$ cat src/rtl/txdesc_pkg.sv
package txdesc_pkg;

    localparam int LEN_W      = 11;
    localparam int BIT_USED   = 31;
    localparam int BIT_WRAP   = 30;
    localparam int BIT_UNDER  = 28;
    localparam int BIT_EXHAUST = 27;
    localparam int BIT_LAST   = 15;

    typedef enum logic [2:0] {
        S_IDLE,
        S_FETCH_A,
        S_FETCH_S,
        S_EVAL,
        S_RDWORD,
        S_EMIT,
        S_ADVANCE,
        S_WRBACK
    } seq_state_t;

    typedef struct packed {
        logic             used;
        logic             wrap;
        logic             last;
        logic [LEN_W-1:0] len;
    } desc_stat_t;

    function automatic desc_stat_t decode_stat(input logic [31:0] w);
        desc_stat_t d;
        d.used = w[BIT_USED];
        d.wrap = w[BIT_WRAP];
        d.last = w[BIT_LAST];
        d.len  = w[LEN_W-1:0];
        return d;
    endfunction

    function automatic logic [31:0] wb_word(input logic [31:0] orig, input logic exhausted);
        logic [31:0] w;
        w = orig;
        w[BIT_USED] = 1'b1;
        if (exhausted) w[BIT_EXHAUST] = 1'b1;
        return w;
    endfunction

endpackage

$ cat src/rtl/txdesc_seq.sv
module txdesc_seq
    import txdesc_pkg::*;
#(
    parameter int ADDR_W = 32
) (
    input  logic              clk,
    input  logic              rst,
    input  logic              tx_en,
    input  logic              start,
    input  logic [ADDR_W-1:0] qbase,
    input  logic [31:0]       mem_rdata,
    output logic              mem_rd,
    output logic              mem_wr,
    output logic [ADDR_W-1:0] mem_addr,
    output logic [31:0]       mem_wdata,
    output logic              emit,
    output logic              emit_fresh,
    output logic [1:0]        emit_sel,
    output logic              emit_last,
    output logic              set_done,
    output logic              busy
);

    localparam logic [ADDR_W-1:0] WORD_OFS = ADDR_W'(4);
    localparam logic [ADDR_W-1:0] DESC_OFS = ADDR_W'(8);

    seq_state_t        state;
    logic [ADDR_W-1:0] cur;
    logic [ADDR_W-1:0] first;
    logic [31:0]       first_stat;
    logic [ADDR_W-1:0] buf_ptr;
    logic [LEN_W-1:0]  rem;
    logic              cur_last;
    logic              cur_wrap;
    logic              in_frame;
    logic              fresh;
    logic              exh;
    desc_stat_t        ds;

    assign ds = decode_stat(mem_rdata);

    always_comb begin
        mem_rd    = 1'b0;
        mem_wr    = 1'b0;
        mem_addr  = '0;
        mem_wdata = '0;
        case (state)
            S_FETCH_A: begin mem_rd = 1'b1; mem_addr = cur; end
            S_FETCH_S: begin mem_rd = 1'b1; mem_addr = cur + WORD_OFS; end
            S_RDWORD:  begin mem_rd = 1'b1; mem_addr = {buf_ptr[ADDR_W-1:2], 2'b00}; end
            S_WRBACK: begin
                mem_wr    = 1'b1;
                mem_addr  = first + WORD_OFS;
                mem_wdata = wb_word(first_stat, exh);
            end
            default: ;
        endcase
    end

    assign emit       = (state == S_EMIT);
    assign emit_fresh = fresh;
    assign emit_sel   = buf_ptr[1:0];
    assign emit_last  = cur_last && (rem == LEN_W'(1));
    assign set_done   = (state == S_WRBACK) && !exh;
    assign busy       = (state != S_IDLE);

    always_ff @(posedge clk) begin
        if (rst) begin
            state      <= S_IDLE;
            cur        <= '0;
            first      <= '0;
            first_stat <= '0;
            buf_ptr    <= '0;
            rem        <= '0;
            cur_last   <= 1'b0;
            cur_wrap   <= 1'b0;
            in_frame   <= 1'b0;
            fresh      <= 1'b0;
            exh        <= 1'b0;
        end else begin
            case (state)
                S_IDLE: begin
                    if (start && tx_en) begin
                        cur      <= qbase;
                        in_frame <= 1'b0;
                        exh      <= 1'b0;
                        state    <= S_FETCH_A;
                    end
                end
                S_FETCH_A: state <= S_FETCH_S;
                S_FETCH_S: begin
                    buf_ptr <= mem_rdata[ADDR_W-1:0];
                    state   <= S_EVAL;
                end
                S_EVAL: begin
                    if (ds.used) begin
                        if (in_frame) begin
                            exh   <= 1'b1;
                            state <= S_WRBACK;
                        end else begin
                            state <= S_IDLE;
                        end
                    end else begin
                        if (!in_frame) begin
                            first      <= cur;
                            first_stat <= mem_rdata;
                            in_frame   <= 1'b1;
                        end
                        rem      <= ds.len;
                        cur_last <= ds.last;
                        cur_wrap <= ds.wrap;
                        state    <= (ds.len == '0) ? S_ADVANCE : S_RDWORD;
                    end
                end
                S_RDWORD: begin
                    fresh <= 1'b1;
                    state <= S_EMIT;
                end
                S_EMIT: begin
                    fresh   <= 1'b0;
                    buf_ptr <= buf_ptr + ADDR_W'(1);
                    rem     <= rem - LEN_W'(1);
                    if (rem == LEN_W'(1))
                        state <= S_ADVANCE;
                    else if (buf_ptr[1:0] == 2'b11)
                        state <= S_RDWORD;
                end
                S_ADVANCE: begin
                    cur   <= cur_wrap ? qbase : cur + DESC_OFS;
                    state <= cur_last ? S_WRBACK : S_FETCH_A;
                end
                S_WRBACK: begin
                    in_frame <= 1'b0;
                    exh      <= 1'b0;
                    state    <= exh ? S_IDLE : S_FETCH_A;
                end
                default: state <= S_IDLE;
            endcase
        end
    end

endmodule

$ cat src/rtl/txdesc_lane.sv
module txdesc_lane (
    input  logic        clk,
    input  logic        rst,
    input  logic        emit,
    input  logic        emit_fresh,
    input  logic [1:0]  emit_sel,
    input  logic        emit_last,
    input  logic [31:0] mem_rdata,
    output logic        tx_valid,
    output logic [7:0]  tx_data,
    output logic        tx_last
);

    logic [31:0] wbuf;
    logic [31:0] word;

    assign word = emit_fresh ? mem_rdata : wbuf;

    always_ff @(posedge clk) begin
        if (rst) begin
            wbuf     <= '0;
            tx_valid <= 1'b0;
            tx_data  <= '0;
            tx_last  <= 1'b0;
        end else begin
            tx_valid <= emit;
            tx_last  <= emit && emit_last;
            if (emit) begin
                wbuf    <= word;
                tx_data <= word[8*emit_sel +: 8];
            end
        end
    end

endmodule

$ cat src/rtl/txdesc_status.sv
module txdesc_status (
    input  logic clk,
    input  logic rst,
    input  logic set_done,
    input  logic clr_done,
    output logic done
);

    always_ff @(posedge clk) begin
        if (rst)
            done <= 1'b0;
        else if (set_done)
            done <= 1'b1;
        else if (clr_done)
            done <= 1'b0;
    end

endmodule

$ cat src/rtl/txdesc_engine.sv
module txdesc_engine #(
    parameter int ADDR_W = 32
) (
    input  logic              clk,
    input  logic              rst,
    input  logic              ctl_tx_en,
    input  logic              ctl_start,
    input  logic [ADDR_W-1:0] queue_base,
    input  logic              done_clr,
    output logic              mem_rd,
    output logic              mem_wr,
    output logic [ADDR_W-1:0] mem_addr,
    output logic [31:0]       mem_wdata,
    input  logic [31:0]       mem_rdata,
    output logic              tx_valid,
    output logic [7:0]        tx_data,
    output logic              tx_last,
    output logic              stat_done,
    output logic              stat_busy
);

    logic       emit;
    logic       emit_fresh;
    logic [1:0] emit_sel;
    logic       emit_last;
    logic       set_done;

    txdesc_seq #(.ADDR_W(ADDR_W)) i_seq (
        .clk        (clk),
        .rst        (rst),
        .tx_en      (ctl_tx_en),
        .start      (ctl_start),
        .qbase      (queue_base),
        .mem_rdata  (mem_rdata),
        .mem_rd     (mem_rd),
        .mem_wr     (mem_wr),
        .mem_addr   (mem_addr),
        .mem_wdata  (mem_wdata),
        .emit       (emit),
        .emit_fresh (emit_fresh),
        .emit_sel   (emit_sel),
        .emit_last  (emit_last),
        .set_done   (set_done),
        .busy       (stat_busy)
    );

    txdesc_lane i_lane (
        .clk        (clk),
        .rst        (rst),
        .emit       (emit),
        .emit_fresh (emit_fresh),
        .emit_sel   (emit_sel),
        .emit_last  (emit_last),
        .mem_rdata  (mem_rdata),
        .tx_valid   (tx_valid),
        .tx_data    (tx_data),
        .tx_last    (tx_last)
    );

    txdesc_status i_status (
        .clk      (clk),
        .rst      (rst),
        .set_done (set_done),
        .clr_done (done_clr),
        .done     (stat_done)
    );

endmodule

$ cat config.mk
export PLATFORM = sky130hd
export DESIGN_NAME = txdesc_engine
export DESIGN_NICKNAME = d
export VERILOG_FILES = /design/src/rtl/txdesc_pkg.sv /design/src/rtl/txdesc_seq.sv /design/src/rtl/txdesc_lane.sv /design/src/rtl/txdesc_status.sv /design/src/rtl/txdesc_engine.sv
export SDC_FILE = /design/constraint.sdc
export NUM_CORES = 1
export LEC_CHECK = 0
export BUFFER_PORTS_ARGS = -buffer_cell sky130_fd_sc_hd__buf_2
export CORE_MARGIN = 2
export CORE_UTILIZATION = 45
export DETAILED_ROUTE_END_ITERATION = 10
export HOLD_SLACK_MARGIN = 0.1
export SLEW_MARGIN = 40
export SYNTH_ARGS = -nofsm -noshare
export SYNTH_HDL_FRONTEND = slang
export SYNTH_HIERARCHICAL = 1
export SYNTH_SLANG_ARGS = --single-unit
export TNS_END_PERCENT = 30
$ cat constraint.sdc
create_clock -name clk -period 8.2 [get_ports clk]
set_input_delay 0.41 -clock clk [delete_from_list [all_inputs] [get_ports clk]]
set_output_delay 0.41 -clock clk [all_outputs]
set_load 0.02 [all_outputs]
==> flow_metrics.py, run 1 <==
metrics = {
    "critical_path": {
        "path_buf_inv": 2,
        "slowest_stage": "inv_4",
        "regToRegEndpoint": "i_seq/first[31]",
        "worstPathArrival_ns": 4.57,
        "startpoint_type": "flop",
        "reg2reg_setup_slack_ns": 5.10,
        "cp_max_fo": 81,
        "cp.required_ns": 7.79,
        "r2r_start": "i_seq/state[0]",
        "end_kind": "output pin",
        "cp_top_family": "simple AND/OR/NAND/NOR gates",
        "path_class": "flop to output pin",
        "max_stage_delay_ns": 0.78,
        "crit_chain": "nand3_4 -> inv_4 -> nand2_1 -> nand2_1 -> ha_1 -> o221ai_2 -> or4_1 -> a21oi_1 -> o32a_1 -> buf_2",
        "ff2ff_path_depth": 7,
        "path_common_cell": "nand2_1",
    },
    "placed_design": {
        "placedInstanceArea_um2": 11910,
        "dp_hpwl_um": 24690,
        "place_congestion": 0.8907,
        "portBuffers": 146,
        "pre_cts_slack_ns": 3.402,
        "place_inst": 1861,
    },
    "die": {
        "num_rows": 57,
        "die_h_um": 161.5,
        "fp.dieW_um": 161.5,
        "initial_utilization": 0.4590,
        "core_area_um2": 24320,
        "io_pins": 147,
        "dieArea_um2": 26080,
    },
    "yosys": {
        "ys_async_sr_fraction": 0,
        "synth_compound_area_frac": 0.2476,
        "synth_top_area_share": 0.3390,
        "syn_nets": 1580,
        "synth_edf_count": 0,
        "synth_largest_area_cell": "dfxtp_1",
        "synth.most_common_cell": "nand2_1",
        "synth_mux_area_frac": 0.03834,
        "syn_avg_cell_area_um2": 7.412,
        "synth-xor-area-share": 0.03453,
        "syn_area_um2": 11160,
        "synth_seq_area_share": 0.3390,
        "synth_common_cells": "nand2_1 (298), dfxtp_1 (189), a21oi_1 (184)",
        "synthSimpleGateAreaFrac": 0.2787,
        "synth_top_flop_cell": "dfxtp_1",
        "yosysWarningCount": 6,
        "syn_inst": 1506,
        "synth_area_leaders": "dfxtp_1 (34%), nand2_1 (10%), a21oi_1 (8.3%)",
        "synth_top_family_by_area": "simple AND/OR/NAND/NOR gates",
        "netlist-cell-type-count": 73,
        "synth_fa_ha_area_frac": 0.005605,
        "ys_seq_elements": 189,
    },
    "grt": {
        "overflow": 0,
        "grt_pass1_vias": 10330,
        "grt_usage": 0.2739,
        "antenna_found_initial": 0,
        "grt_max_degree": 121,
        "grt_first_pass_wirelength_um": 57440,
    },
    "clock_network": {
        "cts.path.max_buffers": 2,
        "cts_tree": "done",
        "postCtsResizedCells": 0,
        "cts_buffers": 17,
        "cts.sinks": 189,
        "cts_hold_buf": 0,
        "postCtsSetupBuffers": 0,
        "cts_root_buf": "clkbuf_16",
        "ctsHtreeMaxLevel": 4,
        "clk_pin_slew_ns": 0.08,
        "clk_latency_ns": 0.45,
    },
    "final_layout": {
        "fin_area_um2": 12510,
        "fin_cells": 1893,
        "drive_gt1_frac": 0.1568,
        "fillers": 2397,
        "areaGrowthSynthToFinish_pct": 12.12,
        "antennaDiodeCount": 0,
        "final_nets": 1630,
    },
    "sta": {
        "final.setup_skew_ns": 0.01465,
        "max_freq_mhz": 200.8,
        "slew_viol_final": 0,
        "rsz0062_at_grt": "no",
        "finalCritPeriodShare": 0.6073,
        "slew_headroom": 0.4240,
        "hold_viol": 0,
        "finalCriticalPeriod_ns": 4.980,
        "postLayoutSetupSlackWorst_ns": 3.220,
        "tightest_slew_ns": 0.8641,
        "tns_ns": 0,
        "finalSetupViolations": 0,
    },
    "power_and_ir_drop": {
        "p_switching_w": 0.0006713,
        "seqPwrFrac": 0.475,
        "p_leak_nw": 4.312,
        "p_comb_frac": 0.127,
        "p_int_w": 0.001463,
        "swShare": 0.3145,
        "pwr-share-clk": 0.398,
        "power_density_nw_per_um2": 170.6,
        "ir_worst_vdd_v": 0.0001129,
    },
    "min_path": {
        "hp-class": "input port to flop",
        "min_path_cells": 3,
        "min_from": "queue_base[1]",
        "worstHoldEndpoint": "i_seq/cur[1]",
    },
    "drt": {
        "vias": 11510,
        "firstDrtPassIters": 6,
        "drcViolationCount": 0,
        "wl_um": 36410,
        "wl_per_cell_um": 19.23,
        "drtAntennaViolNets": 0,
        "drtIter0Drc": 1173,
        "via_per_inst": 6.080,
    },
    "flow_run": {
        "max_cap_violations": 0,
    },
    "run_status": {
        "status": "finished clean",
    },
}
## placed cells by master, fill, tap and decap left out, drive strengths merged, types with 19 or more instances in the layout
| cell | n |
|---|---|
| a211oi | 21 |
| a21oi | 185 |
| a22oi | 28 |
| a31oi | 29 |
| and2 | 39 |
| and3 | 24 |
| buf | 162 |
| dfxtp | 189 |
| mux2 | 19 |
| mux2i | 21 |
| nand2 | 298 |
| nand3 | 43 |
| nand4 | 25 |
| nor2 | 98 |
| nor3 | 47 |
| nor4 | 25 |
| o21ai | 63 |
| xnor2 | 29 |
## through the flow
stage / power, W / util / hold slack [ns]
6_report: 0.002135 / 0.5146 / 0.1929
5_1_grt: 0.002216 / 0.5146 / 0.1894
4_1_cts: 0.002144 / 0.5145 / 0.1889
3_5_place_dp: 0.001302 / 0.4895 / 0.4438
3_3_place_gp: 0.001299 / 0.4884 / 0.4368
2_1_floorplan: 0.001195 / - / 0.4317
## state kept, by name, summed over array words and instances (netlist names)
register          count
i_seq/first          32
i_lane/tx_valid       1
i_lane/tx_data        8
i_seq/state           3
i_seq/exh             1
i_seq/cur            32
i_seq/rem            11
i_status/done         1
i_seq/cur_wrap        1
i_seq/buf_ptr        32
i_seq/emit_fresh      1
i_seq/cur_last        1
i_lane/tx_last        1
i_lane/wbuf          32
i_seq/first_stat     31
i_seq/in_frame        1
## worst min-delay path, stage by stage
cell	delay, ns
buf_2	0.10
nand2_1	0.04
a21oi_1	0.05
## final cells by class
cell class	instances	area (um2)	area share
Sequential cell	189	3786	0.3025
Tap cell	324	405.4	0.03239
Inverter	14	55.05	0.004399
Clock buffer	18	439.2	0.03509
Multi-Input combinational cell	1172	6797	0.5431
Clock inverter	14	167.7	0.01340
Timing Repair Buffer	162	864.6	0.06909
## worst max path at each step
stage               cells past startpoint      startpoint           end  slack [ns]
finish                                 10  i_seq/state[0]  mem_addr[28]        3.22
global route                           10  i_seq/state[0]  mem_addr[28]        2.97
CTS                                    10  i_seq/state[0]  mem_addr[28]        2.94
detailed placement                     10  i_seq/state[0]  mem_addr[28]        3.40
global placement                       10  i_seq/state[0]  mem_addr[28]        3.49
floorplan                              16  i_seq/state[0]  mem_addr[18]        4.33
## power by group through the flow
stage	sequential (W)	clock (W)	combinational (W)
finish	0.00101	0.000849	0.000271
global route	0.00102	0.000900	0.000295
CTS	0.00101	0.000862	0.000269
detailed placement	0.00103	0	0.000268
global placement	0.00103	0	0.000265
floorplan	0.000988	0	0.000208
## per-layer routing
layer / share of wire / track usage / vias to the layer above
met3: 0.062 / 0.03621 / 51
li1: - / - / 5549
met4: 0.020 / 0.07589 / 0
met1: 0.47 / 0.3991 / 5485
met5: 0 / 0 / -
met2: 0.45 / 0.4237 / 425
## logic make-up (layout without fill, tap and decap cells)
logic type	after synthesis	in the layout
DFF	189	189
xor gates and xnor gates	44	44
muxes	40	40
adders and majority gates	5	5
AOI/OAI and AO/OA	435	435
buffers and inverters	145	208
and+or+nand+nor	648	648
Note: power is estimated with default switching activity, not from simulation.
==> run 2, diff against run 1 <==
- clock period: 8.2 -> 4.65 ns (I/O delays scaled with it)
==> flow_metrics.py, run 2 (synthesized netlist as in run 1, its figures left out) <==
metrics = {
    "critical_path": {
        "max_stage_delay_ns": 0.87,
        "crit_start": "i_seq/state[1]",
        "cp_top_family": "flip-flops",
        "path_buf_inv": 2,
        "crit_chain": "nand3_4 -> inv_4 -> nand2_1 -> nand2_1 -> ha_1 -> o221ai_2 -> or4_1 -> a21oi_1 -> o32a_1 -> buf_2",
        "end_kind": "output pin",
        "ff2ff_path_depth": 8,
        "path_class": "flop to output pin",
        "r2r_start": "i_seq/state[0]",
        "path_common_cell": "nand2_1",
        "worstPathArrival_ns": 4.01,
        "reg2reg_setup_slack_ns": 1.46,
        "cp_max_fo": 45,
        "endpoint": "mem_addr[28]",
        "slowest_stage": "dfxtp_1",
        "cp.required_ns": 4.42,
        "cp_num_cells": 10,
        "startpoint_type": "flop",
        "regToRegEndpoint": "i_lane/wbuf[19]",
    },
    "clock_network": {
        "clk_latency_ns": 0.45,
        "cts.sinks": 189,
        "postCtsSetupBuffers": 0,
        "cts_tree": "done",
        "ctsHtreeMaxLevel": 4,
        "clk_pin_slew_ns": 0.08,
        "cts_root_buf": "clkbuf_16",
        "cts.path.max_buffers": 2,
        "cts_hold_buf": 44,
        "cts_buffers": 17,
        "postCtsResizedCells": 0,
    },
    "sta": {
        "tightest_slew_ns": 0.8359,
        "postLayoutSetupSlackWorst_ns": 0.4058,
        "finalCritPeriodShare": 0.9127,
        "max_freq_mhz": 235.6,
        "hold_viol": 0,
        "finalSetupViolations": 0,
        "slew_headroom": 0.4427,
        "final.setup_skew_ns": 0.01983,
        "tns_ns": 0,
        "slew_viol_final": 0,
        "rsz0062_at_grt": "no",
        "finalCriticalPeriod_ns": 4.244,
    },
    "grt": {
        "grt_first_pass_wirelength_um": 58330,
        "antenna_found_initial": 0,
        "overflow": 0,
        "grt_max_degree": 105,
        "grt_usage": 0.2780,
        "grt_pass1_vias": 10270,
    },
    "final_layout": {
        "final_common_cell": "nand2_1",
        "drive_gt1_frac": 0.1526,
        "antennaDiodeCount": 0,
        "areaGrowthSynthToFinish_pct": 16.32,
        "fin_area_um2": 12980,
        "final_nets": 1680,
        "final_cell_mix": "nand2_1 (297), dfxtp_1 (189), a21oi_1 (184)",
    },
    "die": {
        "io_pins": 147,
        "fp.dieW_um": 161.5,
        "initial_utilization": 0.4590,
        "dieArea_um2": 26080,
        "num_rows": 57,
        "core_area_um2": 24320,
        "die_h_um": 161.5,
    },
    "placed_design": {
        "pre_cts_slack_ns": 0.9749,
        "portBuffers": 146,
        "dp_hpwl_um": 25220,
        "place_congestion": 0.9076,
        "placedInstanceArea_um2": 11950,
    },
    "drt": {
        "wl_per_cell_um": 19.08,
        "firstDrtPassIters": 6,
        "drcViolationCount": 0,
        "vias": 11610,
        "drtAntennaViolNets": 0,
        "drtIter0Drc": 1214,
        "wl_um": 37080,
        "via_per_inst": 5.977,
    },
    "run_status": {
        "status": "finished clean",
    },
    "power_and_ir_drop": {
        "ir_worst_vdd_v": 0.0001939,
        "p_leak_nw": 4.514,
        "power_density_nw_per_um2": 292.1,
    },
    "min_path": {
        "hp-class": "input port to flop",
    },
    "flow_run": {
        "max_cap_violations": 0,
    },
}
[run 2: changes by cell type in the layout (fill, tap and decap cells not counted), moves of 2 or more]
cell,change
dfxtp_1,+2
clkinv_4,-3
dfxtp_2,-2
inv_8,+2
dlygate4sd3_1,+44
buf_4,+5
[run 2: layout make-up]
type                    instances  area [um2]
fillers                      2396       11340
multi-input cells            1172        6788
flip-flops and latches        189        3784
repair buffers                212        1359
clock buffers                  18       429.2
well taps                     324       405.4
clock inverters                14       163.9
inverters                      14       55.05
[run 2: tightest hold or removal path, delay by kind of cell]
family	cells	cell delay, ns
buffers and inverters	1	0.08
AO/OA/AOI/OAI	2	0.21
[run 2: power breakdown]
part | leakage [nW] | internal (W) | switching, W | total, W
combinational | 2.70 | 0.000197 | 0.000319 | 0.000516
clock | 0.286 | 0.000730 | 0.000764 | 0.00149
sequential | 1.53 | 0.00167 | 0.000114 | 0.00178
total | 4.51 | 0.00260 | 0.00120 | 0.00379
[run 2: worst min path at each step]
stage	from	to	slack, ns	cells after the start
finish	queue_base[16]	i_seq/cur[16]	0.11	3
global route	mem_rdata[10]	i_seq/first_stat[10]	0.12	3
CTS	queue_base[16]	i_seq/cur[16]	0.10	3
detailed placement	i_seq/first_stat[12]	i_seq/first_stat[12]	0.44	2
global placement	i_seq/first_stat[24]	i_seq/first_stat[24]	0.44	2
floorplan	rst	i_status/done	0.29	1
[run 2: metal layers]
metal	part of all wire	vias to the layer above	global-route usage
met5	0	-	0
met4	0.016	0	0.06859
met3	0.060	44	0.03698
met2	0.46	397	0.4334
met1	0.47	5519	0.4055
li1	-	5654	-
[run 2: stage by stage]
stage	utilization	hold WS, ns	total power [W]	cells
finish	0.5339	0.1119	0.003793	1943
global route	0.5339	0.1152	0.003930	1943
CTS	0.5339	0.1031	0.003811	1943
global placement	0.4907	0.4367	0.002293	1866
detailed placement	0.4914	0.4422	0.002299	1867
floorplan	-	0.2949	0.002108	1506
==> run 3, diff against run 2 <==
- MAX_ROUTING_LAYER: default -> met4
==> flow_metrics.py, run 3 (synthesized netlist as in run 1, its figures left out) <==
metrics = {
    "clock_network": {
        "postCtsSetupBuffers": 0,
        "ctsHtreeMaxLevel": 4,
        "postCtsResizedCells": 0,
        "clk_latency_ns": 0.44,
        "cts_root_buf": "clkbuf_16",
        "cts.path.max_buffers": 2,
        "cts_tree": "done",
        "cts_buffers": 17,
        "cts.sinks": 189,
        "clk_pin_slew_ns": 0.08,
    },
    "critical_path": {
        "startpoint_type": "flop",
        "cp_top_family": "simple AND/OR/NAND/NOR gates",
        "reg2reg_setup_slack_ns": 1.28,
        "max_stage_delay_ns": 0.69,
        "crit_start": "i_seq/state[0]",
        "cp_max_fo": 41,
        "path_class": "flop to output pin",
        "slowest_stage": "dfxtp_1",
        "end_kind": "output pin",
        "crit_chain": "nand3_4 -> inv_4 -> nand2_1 -> nand2_1 -> ha_1 -> o221ai_2 -> or4_1 -> a21oi_1 -> o32a_1 -> buf_2",
        "cp.required_ns": 4.42,
        "path_common_cell": "nand2_1",
        "worstPathArrival_ns": 3.83,
        "r2r_start": "i_seq/state[0]",
        "path_buf_inv": 2,
    },
    "sta": {
        "hold_slack_ns": 0.1216,
        "postLayoutSetupSlackWorst_ns": 0.5864,
        "slew_headroom": 0.4583,
        "finalCriticalPeriod_ns": 4.064,
        "slew_viol_final": 0,
        "max_freq_mhz": 246.1,
        "rsz0062_at_grt": "no",
        "tightest_slew_ns": 0.8126,
        "tns_ns": 0,
        "finalSetupViolations": 0,
        "final.setup_skew_ns": 0.01342,
        "finalCritPeriodShare": 0.8739,
        "hold_viol": 0,
    },
    "drt": {
        "firstDrtPassIters": 6,
        "drcViolationCount": 0,
        "drtAntennaViolNets": 0,
        "drtIter0Drc": 1228,
        "wl_um": 37140,
        "via_per_inst": 5.992,
        "vias": 11650,
        "wl_per_cell_um": 19.10,
    },
    "die": {
        "die_h_um": 161.5,
        "core_area_um2": 24320,
        "fp.dieW_um": 161.5,
        "initial_utilization": 0.4590,
        "dieArea_um2": 26080,
        "io_pins": 147,
        "num_rows": 57,
    },
    "power_and_ir_drop": {
        "p_int_w": 0.002598,
        "ir_worst_vdd_v": 0.0001922,
        "swShare": 0.3151,
        "pwr-share-clk": 0.393,
        "p_switching_w": 0.001195,
        "p_leak_nw": 4.527,
        "seqPwrFrac": 0.469,
        "power_density_nw_per_um2": 291.4,
        "p_comb_frac": 0.138,
    },
    "final_layout": {
        "fillers": 2376,
        "antennaDiodeCount": 0,
        "final_nets": 1681,
        "final_common_cell": "nand2_1",
        "final_cell_mix": "nand2_1 (297), dfxtp_1 (189), a21oi_1 (184)",
        "fin_area_um2": 13020,
        "multi_input_area_um2": 6794,
        "fin_cells": 1944,
        "areaGrowthSynthToFinish_pct": 16.60,
        "regArea_um2": 3784,
        "drive_gt1_frac": 0.1531,
    },
    "run_status": {
        "status": "finished clean",
    },
    "grt": {
        "grt_busiest_layer": "met2",
        "grtUsageMet2": 0.4375,
        "grt_first_pass_wirelength_um": 58750,
        "met3_usage": 0.03210,
        "grt_usage": 0.2888,
        "grt_max_degree": 113,
        "antenna_found_initial": 0,
        "met1_usage": 0.4086,
        "grt_pass1_vias": 10580,
        "overflow": 0,
    },
    "min_path": {
        "hp-class": "input port to flop",
        "min_from": "mem_rdata[10]",
    },
    "placed_design": {
        "pre_cts_slack_ns": 1.144,
        "placedInstanceArea_um2": 11960,
        "place_inst": 1867,
        "place_congestion": 0.9181,
        "dp_hpwl_um": 25380,
        "portBuffers": 146,
    },
    "flow_run": {
        "max_cap_violations": 0,
    },
}
==> run 3: changes by cell type in the layout (fill, tap and decap cells not counted) <==
cell | before | now
clkinv_4 | 2 | 4
buf_8 | 0 | 1
clkbuf_8 | 0 | 1
or3_1 | 13 | 12
buf_6 | 2 | 0
nand2b_4 | 0 | 1
clkinvlp_4 | 1 | 0
or3_2 | 0 | 1
nand2b_2 | 1 | 0
dlygate4sd3_1 | 44 | 45
clkinv_8 | 3 | 5
inv_8 | 5 | 2
==> run 3: worst paths after layout <==
path | depth (start not counted) | to
worst max-delay path | 10 | mem_addr[28]
worst min-delay path | 3 | i_seq/first_stat[10]
worst max register to register | 8 | i_seq/rem[8]
worst min register to register | 2 | i_seq/first_stat[28]
==> run 3: through the flow <==
stage	total power [W]	utilization
final	0.003793	0.5352
after global routing	0.003930	0.5352
after CTS	0.003803	0.5347
after detailed placement	0.002301	0.4918
after global placement	0.002294	0.4907
after floorplan	0.002108	-
==> run 3: timing repair <==
item,in CTS,in global routing
hold endpoints to repair,63,1
endpoints found under the setup margin,0,0
hold buffers,44,1
==> run 3: final cells by class <==
type,instances,area share
Clock buffer,18,0.03297
Clock inverter,14,0.01327
Inverter,14,0.004230
Multi-Input combinational cell,1172,0.5220
Sequential cell,189,0.2907
Tap cell,324,0.03115
Timing Repair Buffer,213,0.1057
==> run 3: layer usage <==
metal	vias to the layer above	wire length, um
li1	5648	-
met1	5518	17400
met2	440	16520
met3	42	2520
met4	0	696
met5	-	0
==> run 3: worst register-to-register path, cell delays in order (launching register included) <==
cell and delay [ns]:
dfxtp_1 0.69, nor2b_1 0.44, nand2_1 0.10, buf_4 0.26
inv_1 0.55, buf_4 0.40, nand3_1 0.31, o311ai_0 0.37
a21oi_1 0.11
==> run 3: power groups by stage <==
stage / combinational [W] / sequential (W) / clock (W)
3_5_place_dp: 0.000487 / 0.00181 / 0
2_1_floorplan: 0.000366 / 0.00174 / 0
4_1_cts: 0.000517 / 0.00178 / 0.00151
5_1_grt: 0.000569 / 0.00179 / 0.00157
6_report: 0.000524 / 0.00178 / 0.00149
3_3_place_gp: 0.000482 / 0.00181 / 0
